<file path="config.mk">
export PLATFORM = sky130hd
export DESIGN_NAME = spi_frame_engine
export DESIGN_NICKNAME = d
export VERILOG_FILES = /design/src/rtl/spi_eng_pkg.sv /design/src/rtl/spi_eng_fifo.sv /design/src/rtl/spi_eng_shifter.sv /design/src/rtl/spi_frame_engine.sv
export SDC_FILE = /design/constraint.sdc
export NUM_CORES = 2
export LEC_CHECK = 0
export BUFFER_PORTS_ARGS = -buffer_cell sky130_fd_sc_hd__buf_2
export CAP_MARGIN = 25
export CORE_MARGIN = 3
export CORE_UTILIZATION = 50
export DETAILED_ROUTE_END_ITERATION = 8
export PLACE_DENSITY = 0.73
export SLEW_MARGIN = 10
export SYNTH_ARGS = -nofsm -noshare
export SYNTH_HDL_FRONTEND = slang
export SYNTH_SLANG_ARGS = --single-unit
</file>
<file path="constraint.sdc">
create_clock -name clk -period 21.5 [get_ports clk]
set_input_delay 3.225 -clock clk [delete_from_list [all_inputs] [get_ports clk]]
set_output_delay 3.225 -clock clk [all_outputs]
set_load 0.01 [all_outputs]
</file>
<file path="src/rtl/spi_eng_pkg.sv">
`timescale 1ns/1ps
package spi_eng_pkg;
  localparam logic [7:0] OFS_TXM1 = 8'h00;
  localparam logic [7:0] OFS_TXM2 = 8'h04;
  localparam logic [7:0] OFS_RXM1 = 8'h10;
  localparam logic [7:0] OFS_RXM2 = 8'h14;
  localparam logic [7:0] OFS_CTRL = 8'h28;
  localparam logic [7:0] OFS_STAT = 8'h40;
  localparam logic [7:0] OFS_IEN  = 8'h44;
  localparam logic [7:0] OFS_TXD  = 8'h50;
  localparam logic [7:0] OFS_RXD  = 8'h60;

  // index of each enable inside the 4-bit request/applied vectors
  localparam int EN_SCK = 3;
  localparam int EN_FSE = 2;
  localparam int EN_TXE = 1;
  localparam int EN_RXE = 0;

  // Mirror the N-bit left-justified field of w end for end; result is left-justified.
  function automatic logic [31:0] flip_lj(input logic [31:0] w, input logic [5:0] n);
    logic [31:0] r;
    r = '0;
    for (int i = 0; i < 32; i++)
      if (i < int'(n)) r[31-i] = w[32-int'(n)+i];
    return r;
  endfunction

  // Clock phase recovered from polarity and the transmit-edge select bit.
  function automatic logic derive_cpha(input logic cpol, input logic tedg);
    return cpol ? tedg : ~tedg;
  endfunction
endpackage

</file>
<file path="src/rtl/spi_eng_fifo.sv">
`timescale 1ns/1ps
module spi_eng_fifo #(
  parameter int DEPTH = 64,
  parameter int WIDTH = 32
) (
  input  logic             clk,
  input  logic             rst_n,
  input  logic             push,
  input  logic [WIDTH-1:0] din,
  input  logic             pop,
  output logic [WIDTH-1:0] dout
);
  localparam int AW = $clog2(DEPTH);

  logic [WIDTH-1:0] mem [DEPTH];
  logic [AW-1:0]    wp, rp;
  logic [AW:0]      cnt;
  logic             do_push, do_pop;

  assign do_push = push && (cnt < (AW+1)'(DEPTH));
  assign do_pop  = pop && (cnt != '0);
  assign dout    = (cnt != '0) ? mem[rp] : '0;

  always_ff @(posedge clk) begin
    if (do_push) mem[wp] <= din;
  end

  always_ff @(posedge clk or negedge rst_n) begin
    if (!rst_n) begin
      wp  <= '0;
      rp  <= '0;
      cnt <= '0;
    end else begin
      if (do_push) wp <= wp + 1'b1;
      if (do_pop)  rp <= rp + 1'b1;
      cnt <= cnt + (AW+1)'(do_push) - (AW+1)'(do_pop);
    end
  end

  AST_NO_OVERFLOW: assert property (@(posedge clk) disable iff (!rst_n)
    cnt <= (AW+1)'(DEPTH));
endmodule

</file>
<file path="src/rtl/spi_eng_shifter.sv">
`timescale 1ns/1ps
module spi_eng_shifter
  import spi_eng_pkg::*;
#(
  parameter int WORDS_W = 7
) (
  input  logic               clk,
  input  logic               rst_n,
  input  logic               tick,
  input  logic               start,
  input  logic [5:0]         bits,
  input  logic [WORDS_W-1:0] words,
  input  logic               tx_lsb,
  input  logic               rx_lsb,
  input  logic               cpol,
  input  logic               cpha,
  input  logic               dummy,
  input  logic               rx_on,
  input  logic [31:0]        tx_head,
  output logic               tx_pop,
  output logic               rx_push,
  output logic [31:0]        rx_word,
  input  logic               miso,
  output logic               sck,
  output logic               mosi,
  output logic               busy,
  output logic               done
);
  localparam int EDGE_W = WORDS_W + 7;

  logic [31:0]        tx_sr, rx_sr, rx_cat, rx_lj, next_word;
  logic [5:0]         bitcnt;
  logic [WORDS_W-1:0] wcnt;
  logic [EDGE_W-1:0]  ecnt, total;
  logic               sck_q, need_load, fresh;
  logic               lead, capture, launch, last_bit, load_mid, begin_frame;

  assign total       = EDGE_W'(2 * int'(bits) * int'(words));
  assign begin_frame = start && !busy;
  assign lead        = ~ecnt[0];
  assign capture     = busy && tick && (lead ^ cpha);
  assign launch      = busy && tick && !(lead ^ cpha);
  assign last_bit    = (bitcnt == bits - 6'd1);
  assign load_mid    = launch && need_load;
  assign done        = busy && tick && (ecnt == total - 1'b1);
  assign next_word   = dummy ? 32'd0 : (tx_lsb ? flip_lj(tx_head, bits) : tx_head);
  assign tx_pop      = (begin_frame || load_mid) && !dummy;

  assign rx_cat  = {rx_sr[30:0], miso};
  assign rx_lj   = rx_cat << (6'd32 - bits);
  assign rx_word = rx_lsb ? flip_lj(rx_lj, bits) : rx_lj;
  assign rx_push = capture && last_bit && rx_on;

  assign sck  = busy ? sck_q : cpol;
  assign mosi = tx_sr[31];

  always_ff @(posedge clk or negedge rst_n) begin
    if (!rst_n) begin
      busy      <= 1'b0;
      sck_q     <= 1'b0;
      tx_sr     <= '0;
      rx_sr     <= '0;
      bitcnt    <= '0;
      wcnt      <= '0;
      ecnt      <= '0;
      need_load <= 1'b0;
      fresh     <= 1'b0;
    end else if (begin_frame) begin
      busy      <= 1'b1;
      sck_q     <= cpol;
      tx_sr     <= next_word;
      bitcnt    <= '0;
      wcnt      <= '0;
      ecnt      <= '0;
      need_load <= 1'b0;
      fresh     <= cpha;
    end else if (busy && tick) begin
      sck_q <= ~sck_q;
      ecnt  <= ecnt + 1'b1;
      if (capture) begin
        rx_sr <= rx_cat;
        if (last_bit) begin
          bitcnt <= '0;
          wcnt   <= wcnt + 1'b1;
          if (wcnt != words - 1'b1) need_load <= 1'b1;
        end else begin
          bitcnt <= bitcnt + 6'd1;
        end
      end
      if (launch) begin
        if (need_load) begin
          tx_sr     <= next_word;
          need_load <= 1'b0;
        end else if (fresh) begin
          fresh <= 1'b0;
        end else begin
          tx_sr <= {tx_sr[30:0], 1'b0};
        end
      end
      if (done) busy <= 1'b0;
    end
  end

  AST_SCK_RESTS: assert property (@(posedge clk) disable iff (!rst_n)
    $fell(busy) |-> (sck_q == cpol));
endmodule

</file>
<file path="src/rtl/spi_frame_engine.sv">
`timescale 1ns/1ps
module spi_frame_engine
  import spi_eng_pkg::*;
#(
  parameter int FIFO_DEPTH = 64
) (
  input  logic        clk,
  input  logic        rst_n,
  input  logic        wr_en,
  input  logic        rd_en,
  input  logic [7:0]  addr,
  input  logic [31:0] wdata,
  output logic [31:0] rdata,
  input  logic        sck_tick,
  output logic        sck,
  output logic        mosi,
  output logic        mosi_oe,
  input  logic        miso,
  output logic        irq
);
  localparam int WORDS_W = $clog2(FIFO_DEPTH + 1);

  function automatic logic [WORDS_W-1:0] clamp_words(input logic [7:0] c);
    int n;
    n = int'(c) + 1;
    if (n > FIFO_DEPTH) n = FIFO_DEPTH;
    return WORDS_W'(n);
  endfunction

  logic        txm_lsb, rxm_lsb, txm_dummy;
  logic [4:0]  txm_len, rxm_len;
  logic [7:0]  txm_cnt, rxm_cnt;
  logic [15:0] ctl_cfg;
  logic [3:0]  ctl_req, ctl_app;
  logic        fse_prev;
  logic        sts_teof, sts_reof, ien_teof, ien_reof;

  logic        wr_txm1, wr_txm2, wr_rxm1, wr_rxm2, wr_ctrl, wr_stat, wr_ien, wr_txd, rd_rxd;
  logic        frame_start, frame_done, busy;
  logic        tx_pop, rx_push, cpol, cpha;
  logic [31:0] tx_head, rx_word, rx_dout, ctrl_rd;
  logic [5:0]  bits;
  logic [WORDS_W-1:0] words;

  assign wr_txm1 = wr_en && (addr == OFS_TXM1);
  assign wr_txm2 = wr_en && (addr == OFS_TXM2);
  assign wr_rxm1 = wr_en && (addr == OFS_RXM1);
  assign wr_rxm2 = wr_en && (addr == OFS_RXM2);
  assign wr_ctrl = wr_en && (addr == OFS_CTRL);
  assign wr_stat = wr_en && (addr == OFS_STAT);
  assign wr_ien  = wr_en && (addr == OFS_IEN);
  assign wr_txd  = wr_en && (addr == OFS_TXD);
  assign rd_rxd  = rd_en && (addr == OFS_RXD);

  assign cpol  = ctl_cfg[14];                       // control bit 30
  assign cpha  = derive_cpha(cpol, ctl_cfg[11]);    // control bit 27
  assign bits  = {1'b0, txm_len} + 6'd1;
  assign words = clamp_words(txm_cnt);

  assign frame_start = ctl_app[EN_FSE] && !fse_prev && ctl_app[EN_SCK] && ctl_app[EN_TXE] && !busy;

  // register file
  always_ff @(posedge clk or negedge rst_n) begin
    if (!rst_n) begin
      txm_lsb   <= 1'b0;
      rxm_lsb   <= 1'b0;
      txm_dummy <= 1'b0;
      txm_len   <= '0;
      rxm_len   <= '0;
      txm_cnt   <= '0;
      rxm_cnt   <= '0;
      ctl_cfg   <= '0;
      ctl_req   <= '0;
      ctl_app   <= '0;
      fse_prev  <= 1'b0;
      sts_teof  <= 1'b0;
      sts_reof  <= 1'b0;
      ien_teof  <= 1'b0;
      ien_reof  <= 1'b0;
    end else begin
      if (wr_txm1) txm_lsb <= wdata[24];
      if (wr_rxm1) rxm_lsb <= wdata[24];
      if (wr_txm2) begin
        txm_len   <= wdata[28:24];
        txm_cnt   <= wdata[23:16];
        txm_dummy <= wdata[0];
      end
      if (wr_rxm2) begin
        rxm_len <= wdata[28:24];
        rxm_cnt <= wdata[23:16];
      end
      if (wr_ctrl) begin
        ctl_cfg <= wdata[31:16];
        ctl_req <= {wdata[15], wdata[14], wdata[9], wdata[8]};
      end
      ctl_app  <= ctl_req;
      fse_prev <= ctl_app[EN_FSE];
      if (wr_ien) begin
        ien_teof <= wdata[23];
        ien_reof <= wdata[7];
      end
      if (frame_done) sts_teof <= 1'b1;
      else if (wr_stat && wdata[23]) sts_teof <= 1'b0;
      if (frame_done && ctl_app[EN_RXE]) sts_reof <= 1'b1;
      else if (wr_stat && wdata[7]) sts_reof <= 1'b0;
    end
  end

  assign irq     = (sts_teof && ien_teof) || (sts_reof && ien_reof);
  assign mosi_oe = !((ctl_cfg[7:6] == 2'b10) && !busy);   // control bits 23:22
  assign ctrl_rd = {ctl_cfg, ctl_app[EN_SCK], ctl_app[EN_FSE], 4'b0,
                    ctl_app[EN_TXE], ctl_app[EN_RXE], 8'b0};

  always_comb begin
    case (addr)
      OFS_TXM1: rdata = {7'b0, txm_lsb, 24'b0};
      OFS_TXM2: rdata = {3'b0, txm_len, txm_cnt, 15'b0, txm_dummy};
      OFS_RXM1: rdata = {7'b0, rxm_lsb, 24'b0};
      OFS_RXM2: rdata = {3'b0, rxm_len, rxm_cnt, 16'b0};
      OFS_CTRL: rdata = ctrl_rd;
      OFS_STAT: rdata = {8'b0, sts_teof, 15'b0, sts_reof, 7'b0};
      OFS_IEN:  rdata = {8'b0, ien_teof, 15'b0, ien_reof, 7'b0};
      OFS_RXD:  rdata = rx_dout;
      default:  rdata = '0;
    endcase
  end

  spi_eng_fifo #(.DEPTH(FIFO_DEPTH), .WIDTH(32)) u_txq (
    .clk(clk), .rst_n(rst_n), .push(wr_txd), .din(wdata), .pop(tx_pop), .dout(tx_head)
  );

  spi_eng_fifo #(.DEPTH(FIFO_DEPTH), .WIDTH(32)) u_rxq (
    .clk(clk), .rst_n(rst_n), .push(rx_push), .din(rx_word), .pop(rd_rxd), .dout(rx_dout)
  );

  spi_eng_shifter #(.WORDS_W(WORDS_W)) u_shift (
    .clk(clk), .rst_n(rst_n), .tick(sck_tick), .start(frame_start),
    .bits(bits), .words(words), .tx_lsb(txm_lsb), .rx_lsb(rxm_lsb),
    .cpol(cpol), .cpha(cpha), .dummy(txm_dummy), .rx_on(ctl_app[EN_RXE]),
    .tx_head(tx_head), .tx_pop(tx_pop), .rx_push(rx_push), .rx_word(rx_word),
    .miso(miso), .sck(sck), .mosi(mosi), .busy(busy), .done(frame_done)
  );

  AST_APPLY_LAG: assert property (@(posedge clk) disable iff (!rst_n)
    (ctl_req != ctl_app) |=> (ctl_app == $past(ctl_req)));
  AST_START_GATED: assert property (@(posedge clk) disable iff (!rst_n)
    $rose(busy) |-> ($past(ctl_app[EN_SCK]) && $past(ctl_app[EN_TXE])));
  AST_EOF_SET: assert property (@(posedge clk) disable iff (!rst_n)
    frame_done |=> sts_teof);
  AST_IRQ_HOLD: assert property (@(posedge clk) disable iff (!rst_n)
    (irq && !wr_stat && !wr_ien) |=> irq);
endmodule

</file>
# Word level (Yosys, flattened, before mapping)
# Memories as Yosys holds them, arrays and structs flattened.
# Index checks and enable logic that the tools add are counted.
# Widths: inputs -> output; s select.
[word_totals] ram_bits=4096 regBits=190 word_cells=528 output_inout_bits=36 n_memories=2 in_bits=46
[memory_table] name="u_rxq.mem" words=64 width=32 rd=1 rd_clocked_by_memory_dff=0 write_ports=1 line_no="spi_eng_fifo.sv:15" rtl="logic [WIDTH-1:0] mem [DEPTH];"
[memory_table] name="u_txq.mem" words=64 width=32 rd=1 rd_clocked_by_memory_dff=0 write_ports=1 line_no="spi_eng_fifo.sv:15"
[op_classes] eq_ne=14 magnitude_cmp=67 shift=1 mul=1 mux=304 add_sub_neg=49 bitwise=5 n_reduce_logical=55
[ops] cell="$lt 32x7->1 const B" count=32
[ops] cell="$add 32x6->32 const B" count=16
[ops] cell="$bmux 1 s5" count=64
[ops] cell="$mux 32" count=10
[ops] cell="$add 32x5->32 const B" count=8
[ops] cell="$pmux 32 s8" count=1
[ops] cell="$mux 1" count=218
[ops] cell="$add 32x4->32 const B" count=4
[ops] cell="$lt 5x6->1 const A" count=16
[ops] cell="$add 32x3->32 const B" count=2
[ops] cell="$lt 4x6->1 const A" count=8
[ops] cell="$mux 7" count=5
[ops] cell="$add 32x2->32 const B" count=1
[ops] cell="$eq 8x7->1 const B" count=4
[ops] cell="$logic_and 1x1->1" count=32
[ops] cell="$shl 32x6->32" count=1
[ops] cell="$add 6x1->6 const B" count=5
[ops] cell="$mux 14" count=2
[ops] cell="$lt 3x6->1 const A" count=4
[ops] cell="$mux 6" count=4
[ops] cell="$eq 8x5->1 const B" count=2
[ops] cell="$add 14x1->14 const B" count=1
[ops] cell="$add 7x1->7" count=2
[ops] cell="$eq 14x14->1" count=1
[ops] cell="30 further kinds" count=53

# Longest topological paths before layout
[depth] ltp_word=13 mapped_depth=31 ltp_nobuf=25

# By module
# From an unflattened synthesis, not the netlist that was laid out.
[unflattened] hier_cells=9042 area_unflattened_um2=175691.0
[modules_own_cells] mod="spi_eng_fifo at u_txq" seq_area_each_um2=61974.4 instances=1 area_per_inst_um2=79379.9 cells_each=3572
[modules_own_cells] mod="spi_eng_fifo at u_rxq" seq_area_each_um2=61974.4 instances=1 area_per_inst_um2=79159.7 cells_each=3552
[modules_own_cells] mod="spi_eng_shifter" seq_area_each_um2=2352.3 instances=1 area_per_inst_um2=13880.8 cells_each=1641
[modules_own_cells] mod="spi_frame_engine" seq_area_each_um2=1451.4 instances=1 area_per_inst_um2=3270.6 cells_each=277

# Worst setup path before layout
# No wires, ideal clock.
[synth_timing] path_type="input-to-reg" start="in miso" end="mem u_rxq.mem[0][24], data pin" path_slack_ps=12782 setup_ps=729 cell_stages=9 n_path_buf=0 t_required_ps=20771 t_arrival_ps=7989 cell_sequence="and2_1 > nor2_1 > and4_1 > or3_4 > mux4_2 > nand2b_1 > mux4_2 > and2_1 > o32ai_1"
[synth_between] elab_chain_cells=6
[synth_rtl] item="start: declaration" line_no="spi_frame_engine.sv:18" rtl="input logic miso,"
[synth_rtl] item="$shl 32x6->32 (*)" line_no="spi_eng_shifter.sv:50" rtl="assign rx_lj = rx_cat << (6'd32 - bits);"
[synth_rtl] item="$bmux 1 s5" line_no="spi_eng_pkg.sv:24" rtl="if (i < int'(n)) r[31-i] = w[32-int'(n)+i];"
[synth_rtl] item="$mux 1 (implied by the code) (2 in a row)" line_no="spi_eng_pkg.sv:24"
[synth_rtl] item="$mux 1" line_no="spi_eng_pkg.sv:24"
[synth_rtl] item="$mux 32 (*)" line_no="spi_eng_shifter.sv:51" rtl="assign rx_word = rx_lsb ? flip_lj(rx_lj, bits) : rx_lj;"
[synth_rtl] item="named net rx_word[24]" line_no="spi_frame_engine.sv:41" rtl="logic [31:0] tx_head, rx_word, rx_dout, ctrl_rd;"
[synth_rtl] item="end: declaration" line_no="spi_eng_fifo.sv:15"
# The timed path passes the listed nets; every way through them passes the cells marked *. The select of a mux whose other input is x is not followed.

# Final worst setup path
[layout_timing] start="reg u_rxq.rp[1]" end="out rdata[25]"
[layout_between] elab_chain_cells=3
[layout_rtl] item="start: declaration" line_no="spi_eng_fifo.sv:16" rtl="logic [AW-1:0] wp, rp;"
[layout_rtl] item="start signal: assignment" line_no="spi_eng_fifo.sv:35" rtl="if (do_pop) rp <= rp + 1'b1;"
[layout_rtl] item="$mem_v2 64x32"
[layout_rtl] item="$mux 32" line_no="spi_eng_fifo.sv:22" rtl="assign dout = (cnt != '0) ? mem[rp] : '0;"
[layout_rtl] item="$pmux 32 s8" line_no="spi_frame_engine.sv:115" rtl="case (addr)"
[layout_rtl] item="end: declaration" line_no="spi_frame_engine.sv:13" rtl="output logic [31:0] rdata,"
# Every way passes these cells.

==> results_dict.tcl <==
set metrics [dict create \
    status "complete, no violations" \
    cts-resized-gates 0 \
    cp.required_ns 18.27 \
    internal_power_uw 13300 \
    power.net_switching_uw 3650 \
    synth_nets 9053 \
    portBuffers 81 \
    hold_class "reg2reg" \
    wl_microns 515000 \
    syn_to_final_growth_pct 12.1 \
    start_kind "flop" \
    viasPerCell 6.84 \
    die_w_microns 599 \
    p_leak_uw 0.0620 \
    finalSetupViolCount 0 \
    postCtsHoldBufs 0 \
    p_sw_share_pct 21.5 \
    finalCriticalPeriod_ns 10.08 \
    synthArstFlopShare_pct 4.43 \
    synth-edff-count 4096 \
    h-tree-depth 5 \
    wl_per_cell_microns 36.3 \
    grt_pass1_vias 95400 \
    clock_latency_ns 0.98 \
    start_util_pct 50.3 \
    p_per_area_mw_per_mm2 86.1 \
    antenna_found_initial 33 \
    cts_made_buffers 413 \
    clk_pin_slew_ns 0.06 \
    drtAntennaViolNets 0 \
    drt_iter0_drc 16300 \
    comb_power_share_pct 4.0 \
    crit_arrival_ns 6.85 \
    power_frac_seq_pct 53.9 \
    rows 217 \
    fin_crit_sh_pct 46.9 \
    hold_viol_final 0 \
    maxCapViolCount 0 \
    report.final.slew_viol_count 0 \
    finClkSkew_ns 0.0868 \
    core_area_sq_mm 0.350 \
    via_count 97200 \
    grt_first_pass_wirelength_microns 724000 \
    gr-total-overflow 0 \
    grt_use_total_pct 28.5 \
    ir_worst_vdd_v 0.0000760 \
    worst-path-max-fanout 68 \
    ys_types 108 \
    drc 0 \
    die_h_microns 599 \
    syn_inst 8919 \
    cts-root-buf "clkbuf_16" \
    max_freq_mhz 99.2 \
    path_class "reg2out" \
    rsz0062_at_grt "no" \
    grt_max_degree 136 \
    tightest_slew_ns 1.23 \
    hpwl_microns 294000 \
    totalPowerFinal_uw 17000 \
    layout.nets 9391 \
    gp_congestion 0.968 \
    finalSetupTns_ns 0 \
    clkPwrFrac_pct 42.1 \
    ys_seq_area_share_pct 72.6 \
    cts_tree "built" \
    synth_seq_cells 4286 \
    syn_avg_cell_area_sq_um 19.7 \
    drive_above_1_share_pct 26.1 \
    yosysWarnings 0 \
    detail_route.first_pass.iterations 7 \
    syn_area_sq_mm 0.176 \
    cts_max_path_buffers 4 \
    clock_sinks 4286 \
    dieArea_sq_mm 0.359 \
    slew_headroom_pct 18.1 \
    synth_flop_cell "edfxtp_1" \
    crit_path_end_kind "output port" \
    pin_count 82 \
    post_cts_buffers 0 \
]
==> kinds of logic (layout without fill, tap and decap cells) <==
kind of cell / after synthesis / in the layout / share of synthesized area, %
XOR/XNOR: 134 / 134 / 0.687
adder cells (fa/ha/maj): 88 / 88 / 0.723
flip-flops: 4286 / 4286 / 72.6
AO/OA/AOI/OAI: 1034 / 1034 / 4.25
AND/OR/NAND/NOR: 1201 / 1201 / 3.12
other: 0 / 12 / 0
multiplexers: 1572 / 1572 / 17.0
buffers and inverters: 604 / 1284 / 1.63
==> worst max-delay path: stages (launching register included) <==
cell	delay (ns)
dfrtp_4	0.98
buf_4	0.91
buf_4	0.88
buf_4	0.90
mux4_2	0.42
mux4_2	0.56
mux4_2	0.50
nand2b_1	0.17
nand2_1	0.20
buf_2	0.23
==> final timing paths <==
kind                        startpoint           end  slack [ns]  cells past startpoint
max                        u_rxq.rp[1]     rdata[25]       11.42                      9
min                         ctl_req[0]    ctl_app[0]        0.38                      0
max reg2reg                 txm_cnt[0]  u_shift.busy       14.06                     25
min reg2reg                 ctl_req[0]    ctl_app[0]        0.38                      0
max in group asynchronous        rst_n   u_rxq.rp[1]       16.87                      3
min in group asynchronous        rst_n   u_txq.wp[1]        2.24                      1
==> cells in the final DEF (no fill, tap or decap), drive strengths merged, types with 97 or more instances in the layout <==
| cell type | instances |
|---|---|
| dfrtp | 190 |
| buf | 435 |
| clkbuf | 512 |
| nand2 | 446 |
| o21ai | 162 |
| a22oi | 100 |
| nor2 | 349 |
| a21oi | 170 |
| xnor2 | 97 |
| mux2i | 326 |
| inv | 114 |
| mux4 | 1124 |
| edfxtp | 4096 |
| clkinv | 176 |
| mux2 | 122 |
==> cell usage after synthesis, types with 93 or more instances <==
cell type | n | area, sq um
mux2_2 | 121 | 1360
a22oi_1 | 100 | 751
a21oi_1 | 170 | 851
xnor2_1 | 96 | 841
mux4_2 | 1120 | 25200
nand3_1 | 93 | 465
nor2_1 | 347 | 1300
dfrtp_1 | 190 | 4750
edfxtp_1 | 4096 | 123000
nand2_1 | 446 | 1670
o21ai_0 | 156 | 781
clkbuf_1 | 272 | 1020
mux2i_1 | 326 | 3260
==> routing by layer <==
metal  routed length, microns  global-route usage, %  part of all wire, %
met2                   239000                   43.6                   46
met4                    23300                   11.2                  4.5
met1                   186000                   39.5                   36
met5                      150                      0                0.029
met3                    66800                   7.28                   13
==> through the flow <==
stage	hold slack, ns	cells	worst slack (ns)	instance area [sq um]	utilization, %
detailed placement	0.364	13400	12.32	184000	52.6
CTS	0.378	14200	11.28	197000	56.3
global placement	0.361	13400	12.17	184000	52.5
floorplan	0.350	8919	12.78	176000	-
finish	0.377	14200	11.42	197000	56.4
global route	0.387	14200	11.25	197000	56.4
==> power groups by stage <==
stage / Sequential [uW] / Clock [uW] / Combinational, uW
final: 9150 / 7160 / 675
after global routing: 9150 / 7540 / 716
after CTS: 9150 / 7210 / 662
after detailed placement: 9330 / 0 / 660
after global placement: 9330 / 0 / 641
after floorplan: 9320 / 0 / 398
==> area by class of cell <==
class / count / area, sq um
diodes: 12 / 30.0
clock buffers: 511 / 10900
clock inverters: 246 / 2370
fillers: 25000 / 153000
inverters: 91 / 344
multi-input cells: 4029 / 46900
flip-flops and latches: 4286 / 128000
well taps: 4599 / 5750
repair buffers: 436 / 3330
==> sequential cells by signal, indices dropped and copies added, names as in the netlist, 4 cells and up <==
signal / count
u_rxq.mem: 2048
u_txq.mem: 2048
u_shift.tx_sr: 32
u_shift.rx_sr: 31
ctl_cfg: 16
u_shift.ecnt: 14
rxm_cnt: 8
txm_cnt: 8
u_rxq.cnt: 7
u_shift.wcnt: 7
u_txq.cnt: 7
u_rxq.rp: 6
u_rxq.wp: 6
u_shift.bitcnt: 6
u_txq.rp: 6
u_txq.wp: 6
rxm_len: 5
txm_len: 5
ctl_app: 4
ctl_req: 4
(Power assumes the default switching activity.)
